`src/rtl/sbsram_pkg.sv`:
```
package sbsram_pkg;

    typedef enum logic [1:0] {
        CMD_CONT  = 2'd0,
        CMD_LOADP = 2'd1,
        CMD_LOADC = 2'd2,
        CMD_DESEL = 2'd3
    } cmd_e;

    // low two address bits for burst step n from the loaded start word
    function automatic logic [1:0] burst_low(input logic [1:0] start,
                                             input logic [1:0] n,
                                             input logic       xor_order);
        return xor_order ? (start ^ n) : (start + n);
    endfunction

endpackage

```
`src/rtl/sbsram_decode.sv`:
```
module sbsram_decode
    import sbsram_pkg::*;
#(
    parameter int NB = 2
) (
    input  logic          ce_n_i,
    input  logic          pstrb_n_i,
    input  logic          cstrb_n_i,
    input  logic          gwe_n_i,
    input  logic          bwe_n_i,
    input  logic [NB-1:0] bsel_n_i,
    output cmd_e          cmd_o,
    output logic          wr_req_o,
    output logic [NB-1:0] mask_o
);

    always_comb begin
        if (!pstrb_n_i)
            cmd_o = ce_n_i ? CMD_DESEL : CMD_LOADP;
        else if (!cstrb_n_i && !ce_n_i)
            cmd_o = CMD_LOADC;
        else
            cmd_o = CMD_CONT;
    end

    // global write overrides the byte path
    always_comb begin
        if (!gwe_n_i)
            mask_o = '1;
        else if (!bwe_n_i)
            mask_o = ~bsel_n_i;
        else
            mask_o = '0;
        wr_req_o = |mask_o;
    end

endmodule

```
`src/rtl/sbsram_array.sv`:
```
module sbsram_array #(
    parameter int AW = 6,
    parameter int NB = 2,
    parameter int LW = 9,
    localparam int DW    = NB * LW,
    localparam int WORDS = 1 << AW
) (
    input  logic          clk_i,
    input  logic          we_i,
    input  logic [NB-1:0] mask_i,
    input  logic [AW-1:0] waddr_i,
    input  logic [DW-1:0] wdata_i,
    input  logic [AW-1:0] raddr_i,
    output logic [DW-1:0] rdata_o
);

    logic [DW-1:0] mem_q [WORDS];
    logic [DW-1:0] merged;

    for (genvar gb = 0; gb < NB; gb++) begin : g_lane
        assign merged[gb*LW +: LW] = mask_i[gb] ? wdata_i[gb*LW +: LW]
                                                : mem_q[waddr_i][gb*LW +: LW];
    end

    always_ff @(posedge clk_i) begin
        if (we_i)
            mem_q[waddr_i] <= merged;
    end

    assign rdata_o = mem_q[raddr_i];

endmodule

```
`src/rtl/sbsram_outq.sv`:
```
module sbsram_outq #(
    parameter int DW = 18
) (
    input  logic          clk_i,
    input  logic          rst_n_i,
    input  logic          sleep_i,
    input  logic          oe_n_i,
    input  logic          pipe_i,
    input  logic          dcd_i,
    input  logic          rd_now_i,
    input  logic          rd_last_i,
    input  logic          dsel_now_i,
    input  logic          dsel_last_i,
    input  logic [DW-1:0] arr_data_i,
    output logic [DW-1:0] rdata_o,
    output logic          rdata_en_o
);

    typedef struct packed {
        logic          drive;
        logic [DW-1:0] dout;
    } oq_t;

    oq_t oq_d, oq_q;
    logic land, hold;

    always_comb begin
        oq_d = oq_q;
        // a read word reaches the pins on this edge
        land = pipe_i ? (rd_last_i && !(!dcd_i && dsel_now_i)) : rd_now_i;
        // dual-cycle deselect keeps the pins up for one more cycle
        hold = dcd_i && dsel_now_i && !dsel_last_i && oq_q.drive;
        if (!sleep_i) begin
            oq_d.drive = land || hold;
            if (rd_last_i)
                oq_d.dout = arr_data_i;
        end
    end

    always_ff @(posedge clk_i) begin
        if (!rst_n_i) begin
            oq_q <= '0;
        end else begin
            oq_q <= oq_d;
        end
    end

    assign rdata_en_o = oq_q.drive && !oe_n_i && !sleep_i;
    assign rdata_o    = rdata_en_o ? (pipe_i ? oq_q.dout : arr_data_i) : '0;

endmodule

```
`src/rtl/burst_sram.sv`:
```
module burst_sram
    import sbsram_pkg::*;
#(
    parameter int AW = 6,
    parameter int NB = 2,
    parameter int LW = 9,
    localparam int DW = NB * LW
) (
    input  logic          clk_i,
    input  logic          rst_n_i,
    input  logic [AW-1:0] addr_i,
    input  logic [DW-1:0] wdata_i,
    input  logic          ce_n_i,
    input  logic          pstrb_n_i,
    input  logic          cstrb_n_i,
    input  logic          step_n_i,
    input  logic          gwe_n_i,
    input  logic          bwe_n_i,
    input  logic [NB-1:0] bsel_n_i,
    input  logic          oe_n_i,
    input  logic          sleep_i,
    input  logic          pipe_i,
    input  logic          dcd_i,
    input  logic          ilv_i,
    output logic [DW-1:0] rdata_o,
    output logic          rdata_en_o
);

    localparam int UW = AW - 2;

    typedef struct packed {
        logic [UW-1:0] upper;
        logic [1:0]    start;
        logic [1:0]    cnt;
        logic          active;
        logic          rd;
        logic          dsel;
        logic [AW-1:0] acc;
    } st_t;

    st_t st_d, st_q;

    cmd_e          cmd;
    logic          wr_req;
    logic [NB-1:0] mask;
    logic          rd_now, wr_now, dsel_now;
    logic [AW-1:0] acc_addr;
    logic [DW-1:0] arr_data;

    sbsram_decode #(.NB(NB)) u_decode (
        .ce_n_i    (ce_n_i),
        .pstrb_n_i (pstrb_n_i),
        .cstrb_n_i (cstrb_n_i),
        .gwe_n_i   (gwe_n_i),
        .bwe_n_i   (bwe_n_i),
        .bsel_n_i  (bsel_n_i),
        .cmd_o     (cmd),
        .wr_req_o  (wr_req),
        .mask_o    (mask)
    );

    always_comb begin
        st_d     = st_q;
        rd_now   = 1'b0;
        wr_now   = 1'b0;
        dsel_now = 1'b0;
        if (!sleep_i) begin
            unique case (cmd)
                CMD_LOADP: begin
                    st_d.upper  = addr_i[AW-1:2];
                    st_d.start  = addr_i[1:0];
                    st_d.cnt    = 2'd0;
                    st_d.active = 1'b1;
                    rd_now      = 1'b1;
                end
                CMD_LOADC: begin
                    st_d.upper  = addr_i[AW-1:2];
                    st_d.start  = addr_i[1:0];
                    st_d.cnt    = 2'd0;
                    st_d.active = 1'b1;
                    wr_now      = wr_req;
                    rd_now      = !wr_req;
                end
                CMD_DESEL: begin
                    st_d.active = 1'b0;
                    dsel_now    = 1'b1;
                end
                default: begin
                    if (st_q.active) begin
                        st_d.cnt = st_q.cnt + {1'b0, !step_n_i};
                        wr_now   = wr_req;
                        rd_now   = !wr_req;
                    end
                end
            endcase
            st_d.rd   = rd_now;
            st_d.dsel = dsel_now;
        end
        acc_addr = {st_d.upper, burst_low(st_d.start, st_d.cnt, ilv_i)};
        if (rd_now)
            st_d.acc = acc_addr;
    end

    always_ff @(posedge clk_i) begin
        if (!rst_n_i) begin
            st_q <= '0;
        end else begin
            st_q <= st_d;
        end
    end

    sbsram_array #(.AW(AW), .NB(NB), .LW(LW)) u_array (
        .clk_i   (clk_i),
        .we_i    (wr_now),
        .mask_i  (mask),
        .waddr_i (acc_addr),
        .wdata_i (wdata_i),
        .raddr_i (st_q.acc),
        .rdata_o (arr_data)
    );

    sbsram_outq #(.DW(DW)) u_outq (
        .clk_i       (clk_i),
        .rst_n_i     (rst_n_i),
        .sleep_i     (sleep_i),
        .oe_n_i      (oe_n_i),
        .pipe_i      (pipe_i),
        .dcd_i       (dcd_i),
        .rd_now_i    (rd_now),
        .rd_last_i   (st_q.rd),
        .dsel_now_i  (dsel_now),
        .dsel_last_i (st_q.dsel),
        .arr_data_i  (arr_data),
        .rdata_o     (rdata_o),
        .rdata_en_o  (rdata_en_o)
    );

    assert_ce_gates_cstrb_R2: assert property (@(posedge clk_i) disable iff (!rst_n_i)
        (ce_n_i && pstrb_n_i && !cstrb_n_i && !st_q.active && !sleep_i) |=> !st_q.active);

    assert_suspend_holds_R5: assert property (@(posedge clk_i) disable iff (!rst_n_i)
        (cmd == CMD_CONT && st_q.active && step_n_i && !sleep_i) |=> $stable(st_q.cnt));

    assert_scd_off_R10: assert property (@(posedge clk_i) disable iff (!rst_n_i)
        (dsel_now && !dcd_i) |=> !rdata_en_o);

    assert_flow_write_off_R11: assert property (@(posedge clk_i) disable iff (!rst_n_i)
        (wr_now && !pipe_i) |=> !rdata_en_o);

    assert_sleep_freeze_R12: assert property (@(posedge clk_i) disable iff (!rst_n_i)
        sleep_i |=> ($stable(st_q.cnt) && $stable(st_q.active) && $stable(st_q.acc)));

    assert_reset_quiet_R13: assert property (@(posedge clk_i) disable iff (!rst_n_i)
        $rose(rst_n_i) |-> (!rdata_en_o && !st_q.active));

endmodule

```
`config.mk`:
```
export PLATFORM = sky130hd
export DESIGN_NAME = burst_sram
export DESIGN_NICKNAME = d
export VERILOG_FILES = /design/src/rtl/sbsram_pkg.sv /design/src/rtl/sbsram_decode.sv /design/src/rtl/sbsram_array.sv /design/src/rtl/sbsram_outq.sv /design/src/rtl/burst_sram.sv
export SDC_FILE = /design/constraint.sdc
export NUM_CORES = 1
export LEC_CHECK = 0
export BUFFER_PORTS_ARGS = -buffer_cell sky130_fd_sc_hd__buf_4
export CAP_MARGIN = 10
export CELL_PAD_IN_SITES_DETAIL_PLACEMENT = 0
export CELL_PAD_IN_SITES_GLOBAL_PLACEMENT = 1
export CORE_UTILIZATION = 50
export DETAILED_ROUTE_END_ITERATION = 16
export PLACE_DENSITY_LB_ADDON = 0.1
export SYNTH_ARGS = -nofsm -noshare
export SYNTH_HDL_FRONTEND = slang
export SYNTH_HIERARCHICAL = 1
export SYNTH_SLANG_ARGS = --single-unit
```
`constraint.sdc`:
```
create_clock -name clk_i -period 3.2 [get_ports clk_i]
set_input_delay 0.16 -clock clk_i [delete_from_list [all_inputs] [get_ports clk_i]]
set_output_delay 0.16 -clock clk_i [all_outputs]
set_load 0.1 [all_outputs]
```
==> metrics.yaml <==
status: "complete, but fails checks"
violations: "setup timing"
reg2reg_to: "u_array/mem_q[8][7]"
cts_max_level: 3
syn_to_final_growth_pct: 21.5
worstHoldEndpoint: "u_array/mem_q[56][16]"
die_height_um: 307
synth-seq-cells: 1188
clockBufferDepth: 3
wl_per_cell_um: 29.3
finalSetupViolCount: 18
first_iter_violations: 2376
antenna_found_initial: 3
grt_max_degree: 65
p_comb_share_pct: 6.2
highest_layer: "met4"
crit_arrival_ps: 3570
grt_usage_pct: 24.8
fin_ws_ps: -532
hold_viol: 0
detail_route.first_pass.iterations: 5
async_flop_share_pct: 0
netSwitchingPower_mw: 7.00
synth_edf_count: 1152
initial_core_util_pct: 50.5
layout.area.seq_um2: 35300
clock-root-buffer: "clkbuf_16"
hp-class: "in2reg"
final.setup_skew_ps: 16.8
gp_congestion: 0.854
rsz0062_at_grt: "true"
final_common_cell: "edfxtp_1"
core_area_um2: 91800
die_area_um2: 94000
final_cell_mix: "edfxtp_1 (1152), mux4_2 (305), buf_4 (282)"
critPathMaxFanout: 8
period_minus_slack_ps: 3730
power.share.clock_pct: 41.7
ant_nets: 0
portBuffers: 57
fin_util_pct: 61.4
cp_top_family: "multiplexers"
stdcell_area_um2: 56400
cpMostUsedCell: "buf_12"
yosysWarnings: 6
syn_nets: 2237
pwr-share-seq_pct: 52.1
num_vias: 23400
wl_met3_um: 8760
regToRegSetupSlack_ps: 120
leakage_nw: 17.6
wirelength_met1_um: 50600
clock_latency_ps: 700
ys_types: 50
clock.fmax_mhz: 268
start_kind: "register"
numCtsBuffers: 118
wirelength_um: 115000
cp_num_buf_inv: 5
crit_type: "reg2out"
grt_pass1_vias: 23800
synth_area_per_cell_um2: 21.2
rows: 111
ys.flop_type: "edfxtp_1"
drc: 0
grt_pass1_wl_um: 167000
route.met2.wl_um: 53700
reg2reg_depth: 13
worst_path_max_delay_cell: "mux4_2"
period_share_pct: 117
p_int_mw: 25.8
cp-end-kind: "primary output"
via_per_inst: 5.96
syn_area_um2: 46400
slowest_delay_ps: 530
multi_input_area_um2: 11300
worstPathRequired_ps: 3040
path_cells: "buf_12, buf_12, buf_16, mux4_2, mux4_2, o21ai_2, o31ai_1, buf_4, mux2i_2, nor2_2, buf_12"
switching_share_pct: 21.3
synthCells: 2192
slew_headroom_pct: 33.8
dieWidth_um: 307
worstMarginPinSlew_ps: 993
drv_slew: 0
hold_depth: 1
fill_cells: 6349
io_pins: 58
hold_start: "wdata_i[16]"
irDropWorstVdd_uv: 447
drv_cap: 0
grt-ovfl-total: 0
path_clk_slew_ps: 60
dp_hpwl_um: 71700
drive_gt1_share_pct: 40.0
r2r_start: "st_q[9]"
placed_cell_area_um2: 51100
power_density_nw_per_um2: 583
ys_seq_area_share_pct: 76.1
cts_tree: "yes"
nNetsFinal: 2635
cts_sinks: 1188
-- worst register-to-register path: cells and delay by family (launching register included) --
kind,cells,cell delay (ps)
XOR/XNOR,2,370
AO/OA/AOI/OAI,2,310
flip-flops,1,320
adder cells (fa/ha/maj),2,420
buffers and inverters,3,610
AND/OR/NAND/NOR,4,750
-- power groups by stage --
stage	clock, mW	sequential [mW]	combinational (mW)
after floorplan	0	17.4	0.829
after global placement	0	17.4	1.80
after detailed placement	0	17.4	1.81
after CTS	14.0	17.1	1.96
after global routing	14.5	17.1	2.12
final	13.7	17.1	2.02
-- Yosys cell counts (all sizes together) (4+ instances only) --
cell type	number	share of area, %
o211a	4	0.086
edfxtp	1152	75
a22oi	17	0.28
o21ai	28	0.30
nor2	162	1.3
and2	5	0.067
nand3b	8	0.13
clkbuf	44	0.36
nand2	74	0.65
nand3	7	0.075
o221ai	18	0.34
nor2b	27	0.36
nor3	4	0.043
dfxtp	36	1.6
inv	13	0.11
mux2i	90	1.9
mux4	305	15
o31ai	14	0.23
a221oi	14	0.26
a21oi	26	0.36
o22ai	5	0.067
a211oi	17	0.28
buf	80	1.1
ha	6	0.16
a31oi	7	0.094
-- cell families after synthesis --
kind of cell	count (synthesis)	synth area share (%)
adders and majority gates	6	0.162
buffers and inverters	140	1.60
and+or+nand+nor	300	2.84
xor gates and xnor gates	2	0.0378
AOI/OAI and AO/OA	158	2.43
DFF	1188	76.1
muxes	398	16.8
-- how the worst max path moves through the flow --
stage | from | endpoint | slack, ps | depth (start not counted)
floorplan | ce_n_i | u_array/mem_q[4][0] | -120 | 15
global placement | ce_n_i | u_array/mem_q[57][11] | -510 | 16
detailed placement | pstrb_n_i | u_array/mem_q[57][11] | -540 | 15
CTS | st_q[0] | rdata_o[11] | -570 | 11
global route | st_q[0] | rdata_o[1] | -640 | 13
finish | st_q[0] | rdata_o[12] | -530 | 11
-- per-layer routing --
metal	vias up	GRT usage [%]
met1	12500	37.5
met2	902	37.7
met5	-	0
met4	0	5.98
met3	132	4.71
li1	9911	-
-- cell type report --
cell class                 count  share of cell area [%]
antenna                        2                 0.00888
clock buffer                 147                    5.51
clock inverter                69                    1.30
inverter                      16                   0.107
multi-input combinational    864                    20.0
sequential                  1188                    62.7
tap                         1243                    2.76
timing repair buffer         402                    7.66
-- flip-flops by register name, summed over array words and instances (netlist names) --
| register | cells |
|---|---|
| u_array/mem_q | 1152 |
| st_q | 17 |
| u_outq/oq_q | 19 |
-- through the flow --
stage	setup WS (ps)	cells	hold WS, ps	power [mW]	TNS (ps)
global route	-636	3930	83.0	33.7	-10450
finish	-532	3931	47.8	32.8	-8480
CTS	-569	3915	49.1	33.0	-9400
global placement	-505	3672	442	19.2	-188710
detailed placement	-540	3672	449	19.3	-184880
floorplan	-124	2192	259	18.2	-5630
-- timing repair --
item | in CTS | in global routing
setup endpoints to repair | 45 | 352
endpoints found under the hold margin | 18 | 0
setup buffers | 13 | 16
hold buffers | 12 | 0
resized for setup | 140 | 68
pin swaps | 16 | 21
cloned | 4 | 2
(Power assumes the default switching activity.)
